### src/rtl/i2cbs_pkg.sv
package i2cbs_pkg;

   typedef enum logic [2:0] {
      ST_IDLE   = 3'd0,
      ST_RX     = 3'd1,
      ST_RX_ACK = 3'd2,
      ST_TX     = 3'd3,
      ST_TX_ACK = 3'd4,
      ST_SKIP   = 3'd5
   } eng_state_t;

   localparam int unsigned BYTE_W = 8;

endpackage

### src/rtl/i2cbs_sync.sv
module i2cbs_sync #(
   parameter int unsigned STAGES = 2
) (
   input  logic clk,
   input  logic rst_n,
   input  logic scl_in,
   input  logic sda_in,
   output logic scl_s,
   output logic sda_s,
   output logic scl_rise,
   output logic scl_fall,
   output logic start_det,
   output logic stop_det
);

   generate
      if (STAGES < 2) begin : g_bad_stages
         $error("i2cbs_sync: STAGES must be at least 2");
      end
   endgenerate

   logic [STAGES-1:0] scl_ff;
   logic [STAGES-1:0] sda_ff;
   logic              scl_d;
   logic              sda_d;

   always_ff @(posedge clk or negedge rst_n) begin
      if (!rst_n) begin
         scl_ff <= '1;
         sda_ff <= '1;
         scl_d  <= 1'b1;
         sda_d  <= 1'b1;
      end else begin
         scl_ff <= {scl_ff[STAGES-2:0], scl_in};
         sda_ff <= {sda_ff[STAGES-2:0], sda_in};
         scl_d  <= scl_ff[STAGES-1];
         sda_d  <= sda_ff[STAGES-1];
      end
   end

   assign scl_s     = scl_ff[STAGES-1];
   assign sda_s     = sda_ff[STAGES-1];
   assign scl_rise  = scl_s & ~scl_d;
   assign scl_fall  = ~scl_s & scl_d;
   assign start_det = scl_s & scl_d & sda_d & ~sda_s;
   assign stop_det  = scl_s & scl_d & ~sda_d & sda_s;

endmodule

### src/rtl/i2cbs_regbank.sv
module i2cbs_regbank #(
   parameter int unsigned NUM_REGS  = 6,
   parameter int unsigned IDX_W     = 4,
   parameter logic [7:0]  REG0_INIT = 8'h02,
   parameter logic [7:0]  REGN_INIT = 8'h00,
   parameter logic [7:0]  FILL_BYTE = 8'hFF
) (
   input  logic                  clk,
   input  logic                  rst_n,
   input  logic                  wr_en,
   input  logic [IDX_W-1:0]      wr_idx,
   input  logic [7:0]            wr_data,
   input  logic [IDX_W-1:0]      rd_idx,
   output logic [7:0]            rd_data,
   output logic [NUM_REGS*8-1:0] bank_o
);

   generate
      if (NUM_REGS < 1 || NUM_REGS > 250) begin : g_bad_regs
         $error("i2cbs_regbank: NUM_REGS out of range");
      end
      if ((1 << IDX_W) <= NUM_REGS) begin : g_bad_idx
         $error("i2cbs_regbank: IDX_W too narrow");
      end
   endgenerate

   logic [7:0] regs [NUM_REGS];

   genvar g;
   generate
      for (g = 0; g < NUM_REGS; g++) begin : g_reg
         localparam logic [7:0] INIT = (g == 0) ? REG0_INIT : REGN_INIT;
         always_ff @(posedge clk or negedge rst_n) begin
            if (!rst_n) begin
               regs[g] <= INIT;
            end else if (wr_en && (wr_idx == IDX_W'(g))) begin
               regs[g] <= wr_data;
            end
         end
         assign bank_o[g*8 +: 8] = regs[g];
      end
   endgenerate

   always_comb begin
      rd_data = FILL_BYTE;
      for (int k = 0; k < NUM_REGS; k++) begin
         if (rd_idx == IDX_W'(k)) begin
            rd_data = regs[k];
         end
      end
   end

endmodule

### src/rtl/i2cbs_engine.sv
module i2cbs_engine
   import i2cbs_pkg::*;
#(
   parameter int unsigned NUM_REGS   = 6,
   parameter int unsigned IDX_W      = 4,
   parameter int unsigned HDR_BYTES  = 2,
   parameter logic [6:0]  DEV_ADDR   = 7'b1101001,
   parameter logic [7:0]  READ_COUNT = 8'd6
) (
   input  logic             clk,
   input  logic             rst_n,
   input  logic             sda_s,
   input  logic             scl_rise,
   input  logic             scl_fall,
   input  logic             start_det,
   input  logic             stop_det,
   input  logic [7:0]       rd_data,
   output logic [IDX_W-1:0] rd_idx,
   output logic             wr_en,
   output logic [IDX_W-1:0] wr_idx,
   output logic [7:0]       wr_data,
   output logic             sda_pull,
   output eng_state_t       state
);

   localparam logic [IDX_W-1:0] HDR_L  = IDX_W'(HDR_BYTES);
   localparam logic [IDX_W-1:0] CNT_MX = '1;

   generate
      if ((1 << IDX_W) < NUM_REGS + HDR_BYTES + 2) begin : g_bad_w
         $error("i2cbs_engine: IDX_W too narrow for header plus bank");
      end
   endgenerate

   logic [7:0]       shreg;
   logic [7:0]       txsh;
   logic [2:0]       bitcnt;
   logic             got8;
   logic             is_addr;
   logic             is_read;
   logic             mnack;
   logic [IDX_W-1:0] bcnt;
   logic [IDX_W-1:0] rcnt;
   logic [7:0]       next_tx;

   assign rd_idx  = rcnt - IDX_W'(1);
   assign next_tx = (rcnt == '0) ? READ_COUNT : rd_data;

   always_ff @(posedge clk or negedge rst_n) begin
      if (!rst_n) begin
         state   <= ST_IDLE;
         shreg   <= '0;
         txsh    <= '0;
         bitcnt  <= '0;
         got8    <= 1'b0;
         is_addr <= 1'b0;
         is_read <= 1'b0;
         mnack   <= 1'b0;
         bcnt    <= '0;
         rcnt    <= '0;
         wr_en   <= 1'b0;
         wr_idx  <= '0;
         wr_data <= '0;
      end else begin
         wr_en <= 1'b0;
         if (start_det) begin
            state   <= ST_RX;
            bitcnt  <= '0;
            got8    <= 1'b0;
            is_addr <= 1'b1;
            is_read <= 1'b0;
            bcnt    <= '0;
            rcnt    <= '0;
         end else if (stop_det) begin
            state <= ST_IDLE;
         end else begin
            unique case (state)
               ST_RX: begin
                  if (scl_rise) begin
                     shreg  <= {shreg[6:0], sda_s};
                     bitcnt <= bitcnt + 3'd1;
                     if (bitcnt == 3'd7) begin
                        got8 <= 1'b1;
                     end
                  end else if (scl_fall && got8) begin
                     got8 <= 1'b0;
                     if (is_addr) begin
                        if (shreg[7:1] == DEV_ADDR) begin
                           is_read <= shreg[0];
                           state   <= ST_RX_ACK;
                        end else begin
                           state <= ST_SKIP;
                        end
                     end else begin
                        state <= ST_RX_ACK;
                        if (bcnt >= HDR_L) begin
                           wr_en   <= 1'b1;
                           wr_idx  <= bcnt - HDR_L;
                           wr_data <= shreg;
                        end
                        if (bcnt != CNT_MX) begin
                           bcnt <= bcnt + IDX_W'(1);
                        end
                     end
                  end
               end
               ST_RX_ACK: begin
                  if (scl_fall) begin
                     bitcnt  <= '0;
                     is_addr <= 1'b0;
                     if (is_addr && is_read) begin
                        state <= ST_TX;
                        txsh  <= next_tx;
                        if (rcnt != CNT_MX) begin
                           rcnt <= rcnt + IDX_W'(1);
                        end
                     end else begin
                        state <= ST_RX;
                     end
                  end
               end
               ST_TX: begin
                  if (scl_fall) begin
                     if (bitcnt == 3'd7) begin
                        state <= ST_TX_ACK;
                     end else begin
                        txsh   <= {txsh[6:0], 1'b0};
                        bitcnt <= bitcnt + 3'd1;
                     end
                  end
               end
               ST_TX_ACK: begin
                  if (scl_rise) begin
                     mnack <= sda_s;
                  end else if (scl_fall) begin
                     if (mnack) begin
                        state <= ST_SKIP;
                     end else begin
                        state  <= ST_TX;
                        bitcnt <= '0;
                        txsh   <= next_tx;
                        if (rcnt != CNT_MX) begin
                           rcnt <= rcnt + IDX_W'(1);
                        end
                     end
                  end
               end
               default: begin
               end
            endcase
         end
      end
   end

   always_comb begin
      unique case (state)
         ST_RX_ACK: sda_pull = 1'b1;
         ST_TX:     sda_pull = ~txsh[7];
         default:   sda_pull = 1'b0;
      endcase
   end

endmodule

### src/rtl/i2c_blk_regslave.sv
module i2c_blk_regslave
   import i2cbs_pkg::*;
#(
   parameter int unsigned NUM_REGS    = 6,
   parameter int unsigned HDR_BYTES   = 2,
   parameter int unsigned SYNC_STAGES = 2,
   parameter logic [6:0]  DEV_ADDR    = 7'b1101001,
   parameter logic [7:0]  REG0_INIT   = 8'h02,
   parameter logic [7:0]  REGN_INIT   = 8'h00,
   parameter logic [7:0]  FILL_BYTE   = 8'hFF
) (
   input  logic                  clk,
   input  logic                  rst_n,
   input  logic                  scl_in,
   input  logic                  sda_in,
   output logic                  sda_pull,
   output logic [NUM_REGS*8-1:0] reg_bank
);

   localparam int unsigned BC_W = $clog2(NUM_REGS + HDR_BYTES + 2);

   logic             scl_s;
   logic             sda_s;
   logic             scl_rise;
   logic             scl_fall;
   logic             start_det;
   logic             stop_det;
   logic [7:0]       rd_data;
   logic [BC_W-1:0]  rd_idx;
   logic             wr_en;
   logic [BC_W-1:0]  wr_idx;
   logic [7:0]       wr_data;
   eng_state_t       eng_state;

   i2cbs_sync #(
      .STAGES(SYNC_STAGES)
   ) u_sync (
      .clk       (clk),
      .rst_n     (rst_n),
      .scl_in    (scl_in),
      .sda_in    (sda_in),
      .scl_s     (scl_s),
      .sda_s     (sda_s),
      .scl_rise  (scl_rise),
      .scl_fall  (scl_fall),
      .start_det (start_det),
      .stop_det  (stop_det)
   );

   i2cbs_engine #(
      .NUM_REGS   (NUM_REGS),
      .IDX_W      (BC_W),
      .HDR_BYTES  (HDR_BYTES),
      .DEV_ADDR   (DEV_ADDR),
      .READ_COUNT (8'(NUM_REGS))
   ) u_engine (
      .clk       (clk),
      .rst_n     (rst_n),
      .sda_s     (sda_s),
      .scl_rise  (scl_rise),
      .scl_fall  (scl_fall),
      .start_det (start_det),
      .stop_det  (stop_det),
      .rd_data   (rd_data),
      .rd_idx    (rd_idx),
      .wr_en     (wr_en),
      .wr_idx    (wr_idx),
      .wr_data   (wr_data),
      .sda_pull  (sda_pull),
      .state     (eng_state)
   );

   i2cbs_regbank #(
      .NUM_REGS  (NUM_REGS),
      .IDX_W     (BC_W),
      .REG0_INIT (REG0_INIT),
      .REGN_INIT (REGN_INIT),
      .FILL_BYTE (FILL_BYTE)
   ) u_bank (
      .clk     (clk),
      .rst_n   (rst_n),
      .wr_en   (wr_en),
      .wr_idx  (wr_idx),
      .wr_data (wr_data),
      .rd_idx  (rd_idx),
      .rd_data (rd_data),
      .bank_o  (reg_bank)
   );

endmodule

### config.mk
export PLATFORM = sky130hd
export DESIGN_NAME = i2c_blk_regslave
export DESIGN_NICKNAME = d
export VERILOG_FILES = /design/src/rtl/i2cbs_pkg.sv /design/src/rtl/i2cbs_sync.sv /design/src/rtl/i2cbs_regbank.sv /design/src/rtl/i2cbs_engine.sv /design/src/rtl/i2c_blk_regslave.sv
export SDC_FILE = /design/constraint.sdc
export NUM_CORES = 1
export LEC_CHECK = 0
export ABC_CLOCK_PERIOD_IN_PS = 5300
export BUFFER_PORTS_ARGS = -buffer_cell sky130_fd_sc_hd__clkbuf_2
export CORE_MARGIN = 3
export CORE_UTILIZATION = 57
export DETAILED_ROUTE_END_ITERATION = 10
export GPL_TIMING_DRIVEN = 1
export PLACE_DENSITY = 0.89
export SETUP_SLACK_MARGIN = 0.5
export SLEW_MARGIN = 20
export SYNTH_ARGS = -nofsm -noshare
export SYNTH_HDL_FRONTEND = slang
export SYNTH_SLANG_ARGS = --single-unit
### constraint.sdc
create_clock -name clk -period 5.3 [get_ports clk]
set_clock_uncertainty 0.05 [all_clocks]
set_input_delay 1.06 -clock clk [delete_from_list [all_inputs] [get_ports clk]]
set_output_delay 1.06 -clock clk [all_outputs]
set_load 0.005 [all_outputs]
==> results of run 1 <==
-- layer usage --
metal / wire length (um) / share of wire [%]
met5: 0 / 0
met4: 309 / 2.8
met3: 772 / 7.0
met2: 5379 / 49
met1: 4538 / 41
-- sequential cells by signal, summed over array words and instances (netlist names), 2 cells and up --
signal,flops
u_engine.bcnt,4
u_sync.sda_ff,2
u_engine.txsh,8
u_sync.scl_ff,2
u_engine.rcnt,4
u_engine.state,3
u_bank.bank_o,48
u_engine.wr_idx,4
u_engine.wr_data,8
u_engine.shreg,8
u_engine.bitcnt,3
-- critical path: cells and delay by family, from the launching register on --
family          cells  cell delay [ns]
fa+ha+maj           1             0.60
buf+inv             2             0.64
simple gates        2             0.24
flops               1             0.48
compound gates      2             0.50
-- cells by family (layout without fill, tap and decap cells) --
| logic type | count (synthesis) | after routing | synth area share, % |
|---|---|---|---|
| multiplexers | 72 | 72 | 16.66 |
| AND/OR/NAND/NOR | 119 | 119 | 12.95 |
| adder cells (fa/ha/maj) | 10 | 10 | 2.575 |
| XOR/XNOR | 5 | 5 | 0.9013 |
| AO/OA/AOI/OAI | 76 | 76 | 11.53 |
| flip-flops | 101 | 101 | 52.19 |
| buffers and inverters | 36 | 89 | 3.192 |
-- how the worst max path moves through the flow --
stage	end	slack [ns]	depth (start not counted)
finish	u_engine.txsh[0]	2.65	7
global route	u_engine.txsh[0]	2.44	7
CTS	u_engine.txsh[0]	2.73	7
detailed placement	u_engine.txsh[0]	2.75	7
global placement	u_engine.txsh[0]	2.92	7
floorplan	u_engine.wr_data[6]	3.26	6
-- cell usage in the layout, fill, tap and decap left out, types with 4 or more instances in the layout --
master                     instances
sky130_fd_sc_hd__a21oi_1           8
sky130_fd_sc_hd__a221o_1           7
sky130_fd_sc_hd__a22oi_1           6
sky130_fd_sc_hd__and3_1            7
sky130_fd_sc_hd__clkbuf_2         51
sky130_fd_sc_hd__clkbuf_8         10
sky130_fd_sc_hd__dfrtp_1          94
sky130_fd_sc_hd__dfstp_2           7
sky130_fd_sc_hd__ha_1             10
sky130_fd_sc_hd__inv_1            17
sky130_fd_sc_hd__mux2_2           67
sky130_fd_sc_hd__mux2i_1           4
sky130_fd_sc_hd__nand2_1          30
sky130_fd_sc_hd__nand2b_1          5
sky130_fd_sc_hd__nand3_1          11
sky130_fd_sc_hd__nand3b_1          5
sky130_fd_sc_hd__nor2_1           30
sky130_fd_sc_hd__nor2b_1           4
sky130_fd_sc_hd__nor3_1            5
sky130_fd_sc_hd__nor3b_1           4
sky130_fd_sc_hd__o211ai_1          5
sky130_fd_sc_hd__o21a_1            6
sky130_fd_sc_hd__o21ai_0          15
sky130_fd_sc_hd__o221ai_1          5
sky130_fd_sc_hd__or3_1             4
-- metrics by stage --
| step | worst slack [ns] | cell area (um2) | total power [mW] |
|---|---|---|---|
| 4_1_cts | 2.733 | 5369 | 1.938 |
| 2_1_floorplan | 3.264 | 4860 | 1.345 |
| 3_3_place_gp | 2.920 | 5185 | 1.444 |
| 3_5_place_dp | 2.752 | 5185 | 1.479 |
| 6_report | 2.655 | 5369 | 1.947 |
| 5_1_grt | 2.441 | 5369 | 2.045 |
-- cell type report --
class	count	area (um2)	area share, %
multi-input combinational	282	2168	40.39
tap	105	131.4	2.447
clock inverter	6	46.29	0.8623
sequential	101	2536	47.24
clock buffer	10	137.6	2.564
timing repair buffer	54	277.8	5.174
inverter	19	71.32	1.328
-- report_power, final --
part           leakage [nW]  internal [mW]  total (mW)  switching, mW
sequential             1.36          0.854       0.963          0.108
clock                0.0942          0.187       0.459          0.272
combinational          1.14          0.228       0.525          0.297
==> results.txt, run 1 <==
The number of nets in the synthesized netlist is 433. The tools report the pin count of the biggest net entering global routing as 59. Aggregate global routing overflow: 0. For the final routed database, the setup TNS stands at 0 ns. The clock reaches the later pin of the worst-skew pair after 0.37 ns. The met3 track demand over resource was 3.929%; the placement row count was 33. The first global-routing pass estimated 18.17 mm of wire.

The number of non-filler instances in the completed layout came out at 577. From synthesis to final layout, the design area changed by 10.48%. Counting flops with a built-in enable in the synthesized netlist gives 0. For the relative slew slack, the log shows 43.61%. The total area inside the core boundary comes to 0.008258 mm2. The element type at the critical path start was a flop.

The count of synthesis-stage warnings from yosys is 0. Across all register-to-register paths, the minimum setup slack is 2.65 ns. The max-slew violation count was 0. The overall fraction of global-route tracks in use is 23.41%, and the number of levels the H-tree was split into is 3. For the finished layout, the period the worst path requires is 2.645 ns.

The number of antenna diodes in the final layout is 0. The logs give 600 for the final-layout fill cell count and 3,637 for the via count of the first global-routing pass. The detail route stage leaves a number of antenna-violating nets equal to 0. The proportion of register bits with asynchronous set or reset after synthesis came out at 100.0%. The count of placed standard cells including taps came out at 561. The worst register-to-register path begins at u_engine.rcnt[0].

Port buffering added 52 buffers. Number of DRC violations after detailed routing: 0. The die covers 0.009670 mm2.

The tools report the terminus of the critical flop-to-flop path as u_engine.txsh[0]. Each instance of the synthesized netlist takes up on average 11.60 um2. Before antenna repair, the detailed router went through 5 iterations. TritonCTS built the clock tree.

For this run, global-route usage on met1 was measured as 31.34%. The run gives 0.004860 mm2 as the post-synth design cell area. The congestion estimate from routability-driven global placement came to 0.9235. The most used flip-flop cell after synthesis is sky130_fd_sc_hd__dfrtp_1. The worst setup path is captured at a flop.

The slowest library cell on the worst path is sky130_fd_sc_hd__ha_1. For the worst setup path, the data required time is 5.48 ns. For the number of buffers between clock root and the deepest sink, the log shows 2. Walking the worst path, the cells encountered are inv_1 > ha_1 > clkinv_1 > o41ai_1 > nand2_1 > nand3_1 > o31ai_2. The core occupancy in the finished layout was 65.02%; the length in cells of the worst reg-to-reg path was 7. The largest area contributor in the netlist was sky130_fd_sc_hd__dfrtp_1. The path class of the tightest hold or removal check is flop to flop.

Dividing the detail-routed via count by the number of cells gives 6.237. The layer with the highest usage was met2. After synthesis, the cell types taking the most area are sky130_fd_sc_hd__dfrtp_1 (48%), sky130_fd_sc_hd__mux2_2 (16%), sky130_fd_sc_hd__dfstp_2 (3.8%).

Counting instances, the worst hold path has a depth of 0. In the final design database the tool counted 481 nets. For the reported leakage power, the log shows 2.595 nW. The total power divided by cell area is 362.6 mW/mm2, and the routed wire length is 11.00 mm. The startpoint identified for the worst hold timing path is u_sync.sda_ff[0].

The delay contributed by the slowest stage of the critical path came out at 0.60 ns. For the highest attainable clock frequency, the log shows 378.0 MHz. Global routing consumed, on the met2 layer, 38.07% of the routing resources.

Yosys instantiated no cell more often than sky130_fd_sc_hd__dfrtp_1. The fraction of post-synthesis cell area in the top cell type by area was 48.40%. For the pin with the worst max-slew slack, the measured transition is 0.8422 ns.

The width of the chip works out to 98.34 um. Once the floorplan was initialized, standard cells occupied 58.85% of the core. The run finished with clean final reports. In this run the count of I/O pins placed on the die edge is 53.

For the number of instances in the synthesized netlist, the log shows 419. STA puts the critical path data arrival time at 2.82 ns. The first routing iteration left 243 violations. The layout cell share with drive strength beyond 1 was 32.63%; the clock transition at the registers of the reported paths was 0.09 ns.

The run gives 7.929 mm as the sum of net half-perimeters after detailed placement. For the number of buffers added by the clock tree synthesis step, the log shows 9. The via count of the routed design was 3,599; the sequential element share of the synthesized area was 52.19%. CTS saw 101 sinks. The worst hold endpoint was u_sync.sda_ff[1]. On the final layout, the worst hold slack is 0.3103 ns. The critical path is of the flop to flop type. The critical path starts at u_engine.rcnt[0]. The tools report the count of final hold-check violations as 0.

The final critical path takes up 49.91% of the cycle. Max-cap violations in this run came to 0. For the count of unique library cells instantiated by Yosys, the log shows 59.

The final-report setup violation count is 0, and the maximum fanout along the worst path is 20. By count the netlist is led by sky130_fd_sc_hd__dfrtp_1 (94), sky130_fd_sc_hd__mux2_2 (67), sky130_fd_sc_hd__nand2_1 (30), sky130_fd_sc_hd__nor2_1 (30), sky130_fd_sc_hd__inv_1 (17). The count of hold-fix buffers inserted at cts was 0. Buffers added to address setup during post-CTS repair amount to 0. Setup repair after global routing left no endpoint under its margin.

The routed wirelength normalized by instance count came out at 19.06 um. The worst-case IR drop observed on VDD is 0.0001621 V. The tools report the root cell of the clock tree as sky130_fd_sc_hd__clkbuf_8.

Number of register bits inferred by synthesis: 101. The height of the die is 98.34 um, and the initial antenna violation count is 0. Once the clock tree was built, the resizer swapped 0 gates to a different size.
(Power assumes the default switching activity.)
==> run 2, diff against run 1 <==
--- a/config.mk
+++ b/config.mk
@@ -5,13 +5,13 @@
 export SDC_FILE = /design/constraint.sdc
 export NUM_CORES = 1
 export LEC_CHECK = 0
-export ABC_CLOCK_PERIOD_IN_PS = 5300
+export ABC_CLOCK_PERIOD_IN_PS = 2200
 export BUFFER_PORTS_ARGS = -buffer_cell sky130_fd_sc_hd__clkbuf_2
 export CORE_MARGIN = 3
-export CORE_UTILIZATION = 57
+export CORE_UTILIZATION = 53
 export DETAILED_ROUTE_END_ITERATION = 10
 export GPL_TIMING_DRIVEN = 1
-export PLACE_DENSITY = 0.89
+export PLACE_DENSITY = 0.87
 export SETUP_SLACK_MARGIN = 0.5
 export SLEW_MARGIN = 20
 export SYNTH_ARGS = -nofsm -noshare
==> constraint.sdc (replaced) <==
create_clock -name clk -period 2.2 [get_ports clk]
set_clock_uncertainty 0.05 [all_clocks]
set_input_delay 0.44 -clock clk [delete_from_list [all_inputs] [get_ports clk]]
set_output_delay 0.44 -clock clk [all_outputs]
set_load 0.005 [all_outputs]
==> run 2 against run 1 <==
Net effect: clock power grew to 2.7 times the previous value; cell area grew 20%; first-iteration DRC count grew 86%; via count grew 20%; wire length grew 45%.
==> results.txt, run 2 (synthesis results as in run 1) <==
Compared with the post-synthesis result, the final layout area differs by 32.88%. Leading cell type in the layout, fill and taps excluded: sky130_fd_sc_hd__dfrtp_1. The endpoint class of the critical path is a flop.

The length in cells of the worst reg-to-reg path was 8; the sum of net half-perimeters after detailed placement was 8.331 mm. The first detailed-routing pass took 6 iterations. The maximum fanout along the worst path is 10. Entering global routing, the biggest net connects 56 pins.

Max-cap violations in this run came to 0. TritonCTS built the clock tree. The tools report the element type at the critical path start as a flop. At the end of the flow, the number of nets in the layout was 558. In this run the most critical hold path is launched from scl_in.

The floorplan step defined a die boundary enclosing 0.01035 mm2. Number of top-level pins: 53. The register with the most flip-flops in the layout has 48 of them. Detailed routing inserted a total of 4,334 vias. The via count of the first global-routing pass was 3,997; the number of buffers added by the clock tree synthesis step was 9.

The initial utilization of the core area, before any placement, comes to 55.19%. For flop-to-flop paths, the worst setup slack is 0.1 ns. The instance count along the most critical hold path was 1. For the max-slew violation count, the log shows 0. 0 antenna diodes ended up in the layout. The startpoint identified for the worst register-to-register timing path is u_engine.rcnt[0]. After floorplanning, the core was divided into 34 placement rows. The highest attainable clock frequency is 476.0 MHz. The routed wire length was 16.00 mm; the count of final hold-check violations was 0. Number of sinks handled by clock tree synthesis: 101. The H-tree was split into 3 levels.

For the number of DRC violations after detailed-routing iteration 0, the log shows 453. On the critical path, the stage with the largest delay is an instance of sky130_fd_sc_hd__dfrtp_2. The total overflow left after global routing is 0. Cells with a size suffix above 1 make up 52.64% of the layout.

The clock transition at the registers of the reported paths was 0.10 ns. The logs give 0 for the number of DRC violations after detailed routing and 0.9448 for the final estimated routing congestion in global placement. For the data required time of the worst path, the log shows 2.40 ns. IR analysis of the VDD net gives a maximum drop of 0.0004294 V.

Summed over all cells, the static leakage comes to 3.072 nW. The run gives 26.61% as the overall fraction of global-route tracks in use. Height of the die: 101.8 um. The worst pin sits at a relative slew slack of 65.94%. For the pin with the worst max-slew slack, the measured transition is 0.5095 ns. The area of the core region was 0.008806 mm2. Terminus of the critical flop-to-flop path: u_engine.txsh[0]. The longest clock path from root to sink contains 2 buffers. Once detail routing completed, the nets flagged for antenna violations numbered 0. For this design the ratio of total power to cell area is 943.5 mW/mm2. For the final-report setup violation count, the log shows 0. Share of the clock period used by the worst path: 95.50%. The later pin in the worst-skew pair is clocked with a latency of 0.37 ns. The tools report the post-layout instance area as 0.006457 mm2. The critical path goes through inv_4 > ha_4 > buf_4 > clkinv_2 > o41ai_1 > nand2_1 > nand3_1 > o31ai_2. After detailed routing, the average wire length per cell comes to 24.35 um. The root cell of the clock tree is sky130_fd_sc_hd__clkbuf_8. The time the worst path needs with I/O delays and setup is 2.101 ns. The worst hold path terminates at u_sync.scl_ff[0].

Setup repair after global routing could not meet its margin everywhere. For the final routed database, the setup TNS stands at 0 ns. The logs give 21.15 mm for the global-route wire length before repair and 512 for the final-layout fill cell count. The largest single stage delay on the critical path is 0.49 ns.

Post-detailed-route via-to-cell ratio: 6.597. The logs give 0 for the initial antenna violation count and 73.33% for the core occupancy in the finished layout. The tools report the cell area after placement as 0.005364 mm2. The critical path in this run is classified as flop to flop. The run finished with clean final reports. In the layout the commonest cells are sky130_fd_sc_hd__dfrtp_1 (89), sky130_fd_sc_hd__mux2_2 (64), sky130_fd_sc_hd__buf_4 (61), sky130_fd_sc_hd__clkbuf_2 (50), sky130_fd_sc_hd__nand2_1 (28). The arrival time at the worst endpoint is 2.30 ns. From left edge to right edge, the die measures 101.8 um. Input and output buffers added on the ports amount to 52. The path class of the tightest hold or removal check is input pin to flop.
-- run 2: layer usage --
layer  vias up  wire length, um  share of wire (%)  global-route usage, %
met2       359             7645                 48                  43.56
met1      2116             5600                 35                  34.05
li1       1757                -                  -                      -
met5         -                0                  0                      0
met3       102             1706                 11                  5.028
met4         0             1044                6.5                  12.88
-- run 2: cell type report --
class / count / area, um2 / area share, %
multi-input combinational: 283 / 2557 / 39.60
inverter: 19 / 78.83 / 1.221
tap: 108 / 135.1 / 2.093
clock buffer: 10 / 127.6 / 1.976
sequential: 101 / 2542 / 39.37
clock inverter: 6 / 80.08 / 1.240
timing repair buffer: 130 / 935.9 / 14.49
-- run 2: critical path, delay by kind of cell (launching register included) --
kind / cells / cell delay [ns]
DFF: 1 / 0.49
AOI/OAI and AO/OA: 2 / 0.56
buffers and inverters: 3 / 0.41
adders and majority gates: 1 / 0.20
and+or+nand+nor: 2 / 0.25
-- run 2: worst max-delay path by stage --
stage | start | to | cells after the start
3_3_place_gp | u_engine.rcnt[1] | u_engine.txsh[2] | 6
2_1_floorplan | u_sync.scl_d | u_engine.wr_data[6] | 6
6_report | u_engine.rcnt[0] | u_engine.txsh[0] | 8
4_1_cts | u_sync.scl_d | u_engine.wr_data[6] | 5
3_5_place_dp | u_engine.rcnt[1] | u_engine.txsh[2] | 6
5_1_grt | u_engine.rcnt[0] | u_engine.txsh[2] | 7
-- run 2: timing repair --
action,in CTS,in global routing
cloned,1,1
endpoints found under the setup margin,65,69
pin swaps,9,29
buffers inserted,26,39
hold buffers,1,0
gates resized for setup,33,53
hold endpoints to repair,25,0
-- run 2: report_power, final --
group / leakage [nW] / total, mW / internal [mW] / switching (mW)
clock network: 0.106 / 1.26 / 0.551 / 0.713
registers: 1.35 / 2.36 / 2.07 / 0.289
logic: 1.62 / 2.47 / 1.21 / 1.26
-- run 2: per-stage QoR --
step	setup slack [ns]	total power [mW]	instances	hold WS, ns
floorplan	0.2631	3.411	419	0.09441
global placement	0.1374	3.703	573	0.2968
detailed placement	0.06178	3.801	573	0.2987
CTS	0.2635	5.388	617	0.08101
global route	0.09838	6.305	657	0.05783
finish	0.09899	6.093	657	0.08484
